==> config.mk <==
export PLATFORM = sky130hd
export DESIGN_NAME = ms_seg_timer
export DESIGN_NICKNAME = d
export VERILOG_FILES = /design/src/rtl/ms_seg_timer.sv
export SDC_FILE = /design/constraint.sdc
export NUM_CORES = 1
export LEC_CHECK = 0
export ABC_AREA = 1
export BUFFER_PORTS_ARGS = -buffer_cell sky130_fd_sc_hd__buf_2
export CAP_MARGIN = 20
export CELL_PAD_IN_SITES_DETAIL_PLACEMENT = 2
export CELL_PAD_IN_SITES_GLOBAL_PLACEMENT = 2
export CORE_AREA = 2 2 103 105
export DETAILED_ROUTE_END_ITERATION = 10
export DIE_AREA = 0 0 105 107
export HOLD_SLACK_MARGIN = 0.03
export PLACE_DENSITY_LB_ADDON = 0.05
export SETUP_SLACK_MARGIN = 0.3
export SYNTH_ARGS = -nofsm -noshare
export SYNTH_HDL_FRONTEND = slang
export SYNTH_SLANG_ARGS = --single-unit
export TNS_END_PERCENT = 1
==> constraint.sdc <==
create_clock -name clk -period 2.7 [get_ports clk]
set_input_delay 0.81 -clock clk [delete_from_list [all_inputs] [get_ports clk]]
set_output_delay 0.81 -clock clk [all_outputs]
set_load 0.02 [all_outputs]
==> src/rtl/ms_seg_timer.sv <==
module ms_seg_timer #(
  parameter int CLK_PER_MS = 50000,
  parameter int SCAN_DIV   = 10000
) (
  input  logic       clk,
  input  logic       rst,
  output logic [6:0] seg,
  output logic [4:0] dig_en,
  output logic       dp,
  output logic       alarm
);
  localparam int NDIG = 5;
  localparam int PW   = $clog2(CLK_PER_MS + 1);
  localparam int SW   = $clog2(SCAN_DIV + 1);

  logic [PW-1:0] pre;
  logic [SW-1:0] sc;
  logic [2:0]    idx;
  logic          tick, scan_step;
  logic [3:0]    dgt [NDIG];
  logic [3:0]    nxt [NDIG];
  logic [NDIG:0] carry;
  logic [3:0]    cur;

  assign tick      = (pre == PW'(CLK_PER_MS - 1));
  assign scan_step = (sc == SW'(SCAN_DIV - 1));
  assign carry[0]  = tick;

  always_ff @(posedge clk) begin
    if (rst)       pre <= '0;
    else if (tick) pre <= '0;
    else           pre <= pre + 1'b1;
  end

  genvar i;
  generate
    for (i = 0; i < NDIG; i++) begin : g_dig
      assign nxt[i]     = carry[i] ? ((dgt[i] == 4'd9) ? 4'd0 : dgt[i] + 4'd1) : dgt[i];
      assign carry[i+1] = carry[i] && (dgt[i] == 4'd9);
      always_ff @(posedge clk) begin
        if (rst) dgt[i] <= '0;
        else     dgt[i] <= nxt[i];
      end
    end
  endgenerate

  always_ff @(posedge clk) begin
    if (rst)       alarm <= 1'b0;
    else if (tick) alarm <= (nxt[4] == 4'd5) && (nxt[3] == 4'd0);
  end

  always_ff @(posedge clk) begin
    if (rst) begin
      sc  <= '0;
      idx <= '0;
    end else if (scan_step) begin
      sc  <= '0;
      idx <= (idx == 3'd4) ? 3'd0 : idx + 3'd1;
    end else begin
      sc  <= sc + 1'b1;
    end
  end

  always_comb begin
    case (idx)
      3'd0:    begin cur = dgt[0]; dig_en = 5'b00001; end
      3'd1:    begin cur = dgt[1]; dig_en = 5'b00010; end
      3'd2:    begin cur = dgt[2]; dig_en = 5'b00100; end
      3'd3:    begin cur = dgt[3]; dig_en = 5'b01000; end
      3'd4:    begin cur = dgt[4]; dig_en = 5'b10000; end
      default: begin cur = 4'd0;   dig_en = 5'b00000; end
    endcase
  end

  always_comb begin
    case (cur)
      4'd0:    seg = 7'h3F;
      4'd1:    seg = 7'h06;
      4'd2:    seg = 7'h5B;
      4'd3:    seg = 7'h4F;
      4'd4:    seg = 7'h66;
      4'd5:    seg = 7'h6D;
      4'd6:    seg = 7'h7D;
      4'd7:    seg = 7'h07;
      4'd8:    seg = 7'h7F;
      4'd9:    seg = 7'h6F;
      default: seg = 7'h00;
    endcase
  end

  assign dp = (idx == 3'd3);

  a_r1_reset_clears: assert property (@(posedge clk)
    rst |=> (dgt[0] == 0 && dgt[1] == 0 && dgt[2] == 0 && dgt[3] == 0 && dgt[4] == 0 && !alarm));

  a_r2_hold_between_steps: assert property (@(posedge clk) disable iff (rst)
    !tick |=> $stable(dgt[0]));

  a_r3_bcd_range: assert property (@(posedge clk) disable iff (rst)
    (dgt[0] <= 9 && dgt[1] <= 9 && dgt[2] <= 9 && dgt[3] <= 9 && dgt[4] <= 9));

  a_r4_wrap_to_zero: assert property (@(posedge clk) disable iff (rst)
    (tick && dgt[4] == 9 && dgt[3] == 9 && dgt[2] == 9 && dgt[1] == 9 && dgt[0] == 9)
    |=> (dgt[4] == 0 && dgt[3] == 0 && dgt[2] == 0 && dgt[1] == 0 && dgt[0] == 0));

  a_r5_rise_at_fifty: assert property (@(posedge clk) disable iff (rst)
    $rose(alarm) |-> (dgt[4] == 5 && dgt[3] == 0 && dgt[2] == 0 && dgt[1] == 0 && dgt[0] == 0));

  a_r6_alarm_window: assert property (@(posedge clk) disable iff (rst)
    alarm == (dgt[4] == 5 && dgt[3] == 0));

  a_r7_onehot_enable: assert property (@(posedge clk) disable iff (rst)
    $onehot(dig_en));

  a_r9_dp_on_seconds: assert property (@(posedge clk) disable iff (rst)
    dp == dig_en[3]);
endmodule

==> summary.txt <==
Run status
  – Status: complete, but fails checks
  – Failing checks: negative setup slack

Logic synthesis
  – Async SR Flop Fraction: 0%
  – Synth Instances: 449
  – EDFF count, synth: 0
  – Syn_area_per_cell: 7.028 um2
  – Post-synthesis sequential area ratio: 34.26%
  – Leading area contributor after synthesis: dfxtp_1
  – Post-synth top area share: 34.26%
  – Top FF cell, synth: dfxtp_1
  – YS warnings: 0
  – Post-synthesis cell type count: 47
  – Post-synthesis cell area: 0.003156 mm2
  – Area contributors post-synth: dfxtp_1 (34%), nand2_1 (12%), nor2_1 (7.3%)
  – Post-synthesis register bit count: 54
  – Syn nets: 464

STA
  – Unrepaired setup endpoints after global routing: yes
  – Worst Tran Pin Value: 1.006 ns
  – Final Hold Viols: 0
  – Final Skew: 0.008464 ns
  – Max transition margin: 32.73%
  – Max Fclk: 0.3205 GHz
  – Period utilization: 115.6%
  – Setup tns final: -2.664 ns
  – Post-route setup slack: -0.4205 ns
  – Final Max Tran Viols: 0
  – Final setup violation count: 7
  – Clock period minus worst slack: 3.120 ns

Critical path
  – CP required: 1.89 ns
  – Crit path arrival time: 2.31 ns
  – Setup Crit Path Kind: flip-flop to primary output
  – Reg2Reg Depth: 8
  – Crit path capture type: primary output
  – Setup crit start kind: flip-flop
  – Crit Path Max Fanout: 4

Floorplanning
  – Die height: 107 um
  – Initial Utilization: 31.27%
  – Std-Cell Rows: 37
  – Die area: 0.01124 mm2
  – Die width: 105 um
  – IO Pins: 16
  – Core Box Area: 0.01009 mm2

Power and ir drop
  – P_sw: 0.0003334 W
  – Sw frac: 24.60%
  – Leak: 1.472 nW
  – Max VDD drop: 0.0003005 V
  – Int Pwr: 0.001022 W
  – Seq pwr share: 59.6%
  – Logic pwr share: 2.9%
  – Power share of the clock group: 37.4%
  – Power per cell area: 359.0 mW/mm2

Layout
  – Nets@finish: 502
  – Fin cells: 624
  – Synthesis-to-finish area growth: 19.67%
  – Layout cells sized above 1: 23.98%
  – Ant diodes: 0
  – Post-layout util: 37.42%

Global route
  – Largest net degree at the start of global routing: 18
  – Gr usage total: 16.68%
  – Vias in the first global route: 3078
  – Initial antenna violation count: 0
  – First-pass GRT wire length: 14980 um
  – Global route total overflow: 0

Min path
  – Worst hold-check path type: flip-flop to flip-flop
  – WHS Path Cells: 1

Drt
  – First drt pass iteration count: 4
  – DRT iter0 DRCs: 71
  – WL/cell: 14.37 um
  – Vias per cell: 4.851
  – Vias after detailed routing: 3027
  – Residual DRC count: 0
  – DRT antenna net count: 0
  – Drt total wl: 8967 um

Clock tree
  – Clock Pin Slew Worst Setup and Hold Paths: 0.11 ns
  – CTS Root Buffer Type: clkbuf_8
  – Hold-fix buffers, CTS: 0
  – Skew-Pair Late Insertion Delay: 0.33 ns
  – Clock net sink count: 54
  – CTS buffer count: 5
  – CTS tree: built
  – Worst-case clock buffer depth: 2
  – H-tree Lvls: 2

Place
  – Dpl cells: 614
  – IO buf count: 15
  – Post-DP HPWL: 7011 um
  – Routability Congestion: 0.7361

Flow run
  – Max-cap violation count: 0
## cell families after synthesis
logic type                 synth area share, %
xor gates and xnor gates                 1.665
muxes                                   0.3172
and+or+nand+nor                          38.10
DFF                                      34.26
buffers and inverters                    8.485
AOI/OAI and AO/OA                        12.01
adders and majority gates                5.155
## worst max-delay path, cell delays in order (launching register included)
cell and delay (ns):
dfxtp_4 0.41, inv_4 0.05, ha_4 0.17, nand2_4 0.08, inv_4 0.04, nand2_4 0.06
o21ai_2 0.06, a21oi_2 0.10, o211ai_1 0.11, nand2_1 0.11, inv_2 0.06, ha_2 0.17
or2_4 0.23, o21ai_2 0.05, nand2_1 0.08, nand2_2 0.08, buf_6 0.13
## per-stage QoR
| step | setup slack (ns) | cell area, um2 | hold WS, ns | power (W) |
|---|---|---|---|---|
| final | -0.4205 | 3776 | 0.4245 | 0.001356 |
| after detailed placement | -0.1278 | 3571 | 0.4474 | 0.0008691 |
| after floorplan | 0.04734 | 3218 | 0.4175 | 0.0008556 |
| after CTS | -0.4573 | 3732 | 0.4658 | 0.001387 |
| after global routing | -0.6181 | 3776 | 0.4414 | 0.001417 |
| after global placement | -0.05767 | 3571 | 0.4328 | 0.0008663 |
## cell usage after synthesis, types with 3 or more instances
cell,instances
nand2_1,101
nor2_1,61
dfxtp_1,54
inv_1,54
a21oi_1,25
o21ai_0,19
nand3_1,15
ha_1,13
nand4_1,11
nor3_1,11
inv_2,9
o22ai_1,8
nor2_2,7
nor4_1,5
nand2_2,4
nand3_2,4
nor3_4,4
xor2_1,4
or2_2,3
## layout by cell type (no fill, tap or decap), types with 5 or more instances in the layout
master | synthesis | layout
clkbuf_8 | 0 | 6
a21oi_1 | 25 | 24
inv_2 | 9 | 14
nor2_2 | 7 | 7
nor2_1 | 61 | 61
inv_1 | 54 | 46
nor4_1 | 5 | 5
nand2_2 | 4 | 12
buf_2 | 1 | 10
buf_4 | 1 | 21
nand3_1 | 15 | 15
dfxtp_1 | 54 | 51
ha_1 | 13 | 8
nand2_1 | 101 | 91
o21ai_0 | 19 | 13
o22ai_1 | 8 | 7
nor3_1 | 11 | 11
nand4_1 | 11 | 11
## final cells by class
cell class	count	area [um2]
Timing Repair Buffer	35	252.7
Clock inverter	2	12.51
Tap cell	136	170.2
Multi-Input combinational cell	327	1921
Inverter	64	247.7
Fill cell	1260	6316
Clock buffer	6	82.58
Sequential cell	54	1090
## per-layer routing
| metal | track usage, % | vias up | part of all wire [%] |
|---|---|---|---|
| met5 | 0 | - | 0 |
| met4 | 4.286 | 0 | 1.1 |
| met3 | 3.769 | 6 | 2.2 |
| met2 | 28.85 | 16 | 49 |
| met1 | 20.98 | 1463 | 48 |
| li1 | - | 1542 | - |
## worst paths after layout
check          from     end  slack, ns
max          idx[0]  seg[0]      -0.42
min reg2reg   sc[0]   sc[0]       0.42
min           sc[0]   sc[0]       0.42
max reg2reg   sc[0]  sc[12]       0.51
## state kept, by name (all words and copies together), names as in the netlist
| register | cells |
|---|---|
| sc | 14 |
| pre | 16 |
| dgt | 20 |
| alarm | 1 |
| idx | 3 |
## power groups by stage
stage	clock network, W	logic (W)	registers (W)
floorplan	0	0.0000290	0.000827
finish	0.000507	0.0000400	0.000808
global route	0.000560	0.0000475	0.000810
CTS	0.000537	0.0000414	0.000808
global placement	0	0.0000388	0.000827
detailed placement	0	0.0000407	0.000828
## repair_timing
action,in CTS,in global routing
pin swaps,3,8
buffers inserted,1,1
cloned,0,0
resized for setup,19,11
setup endpoints to repair,8,11
No activity file was read; power rests on OpenSTA's default activity.
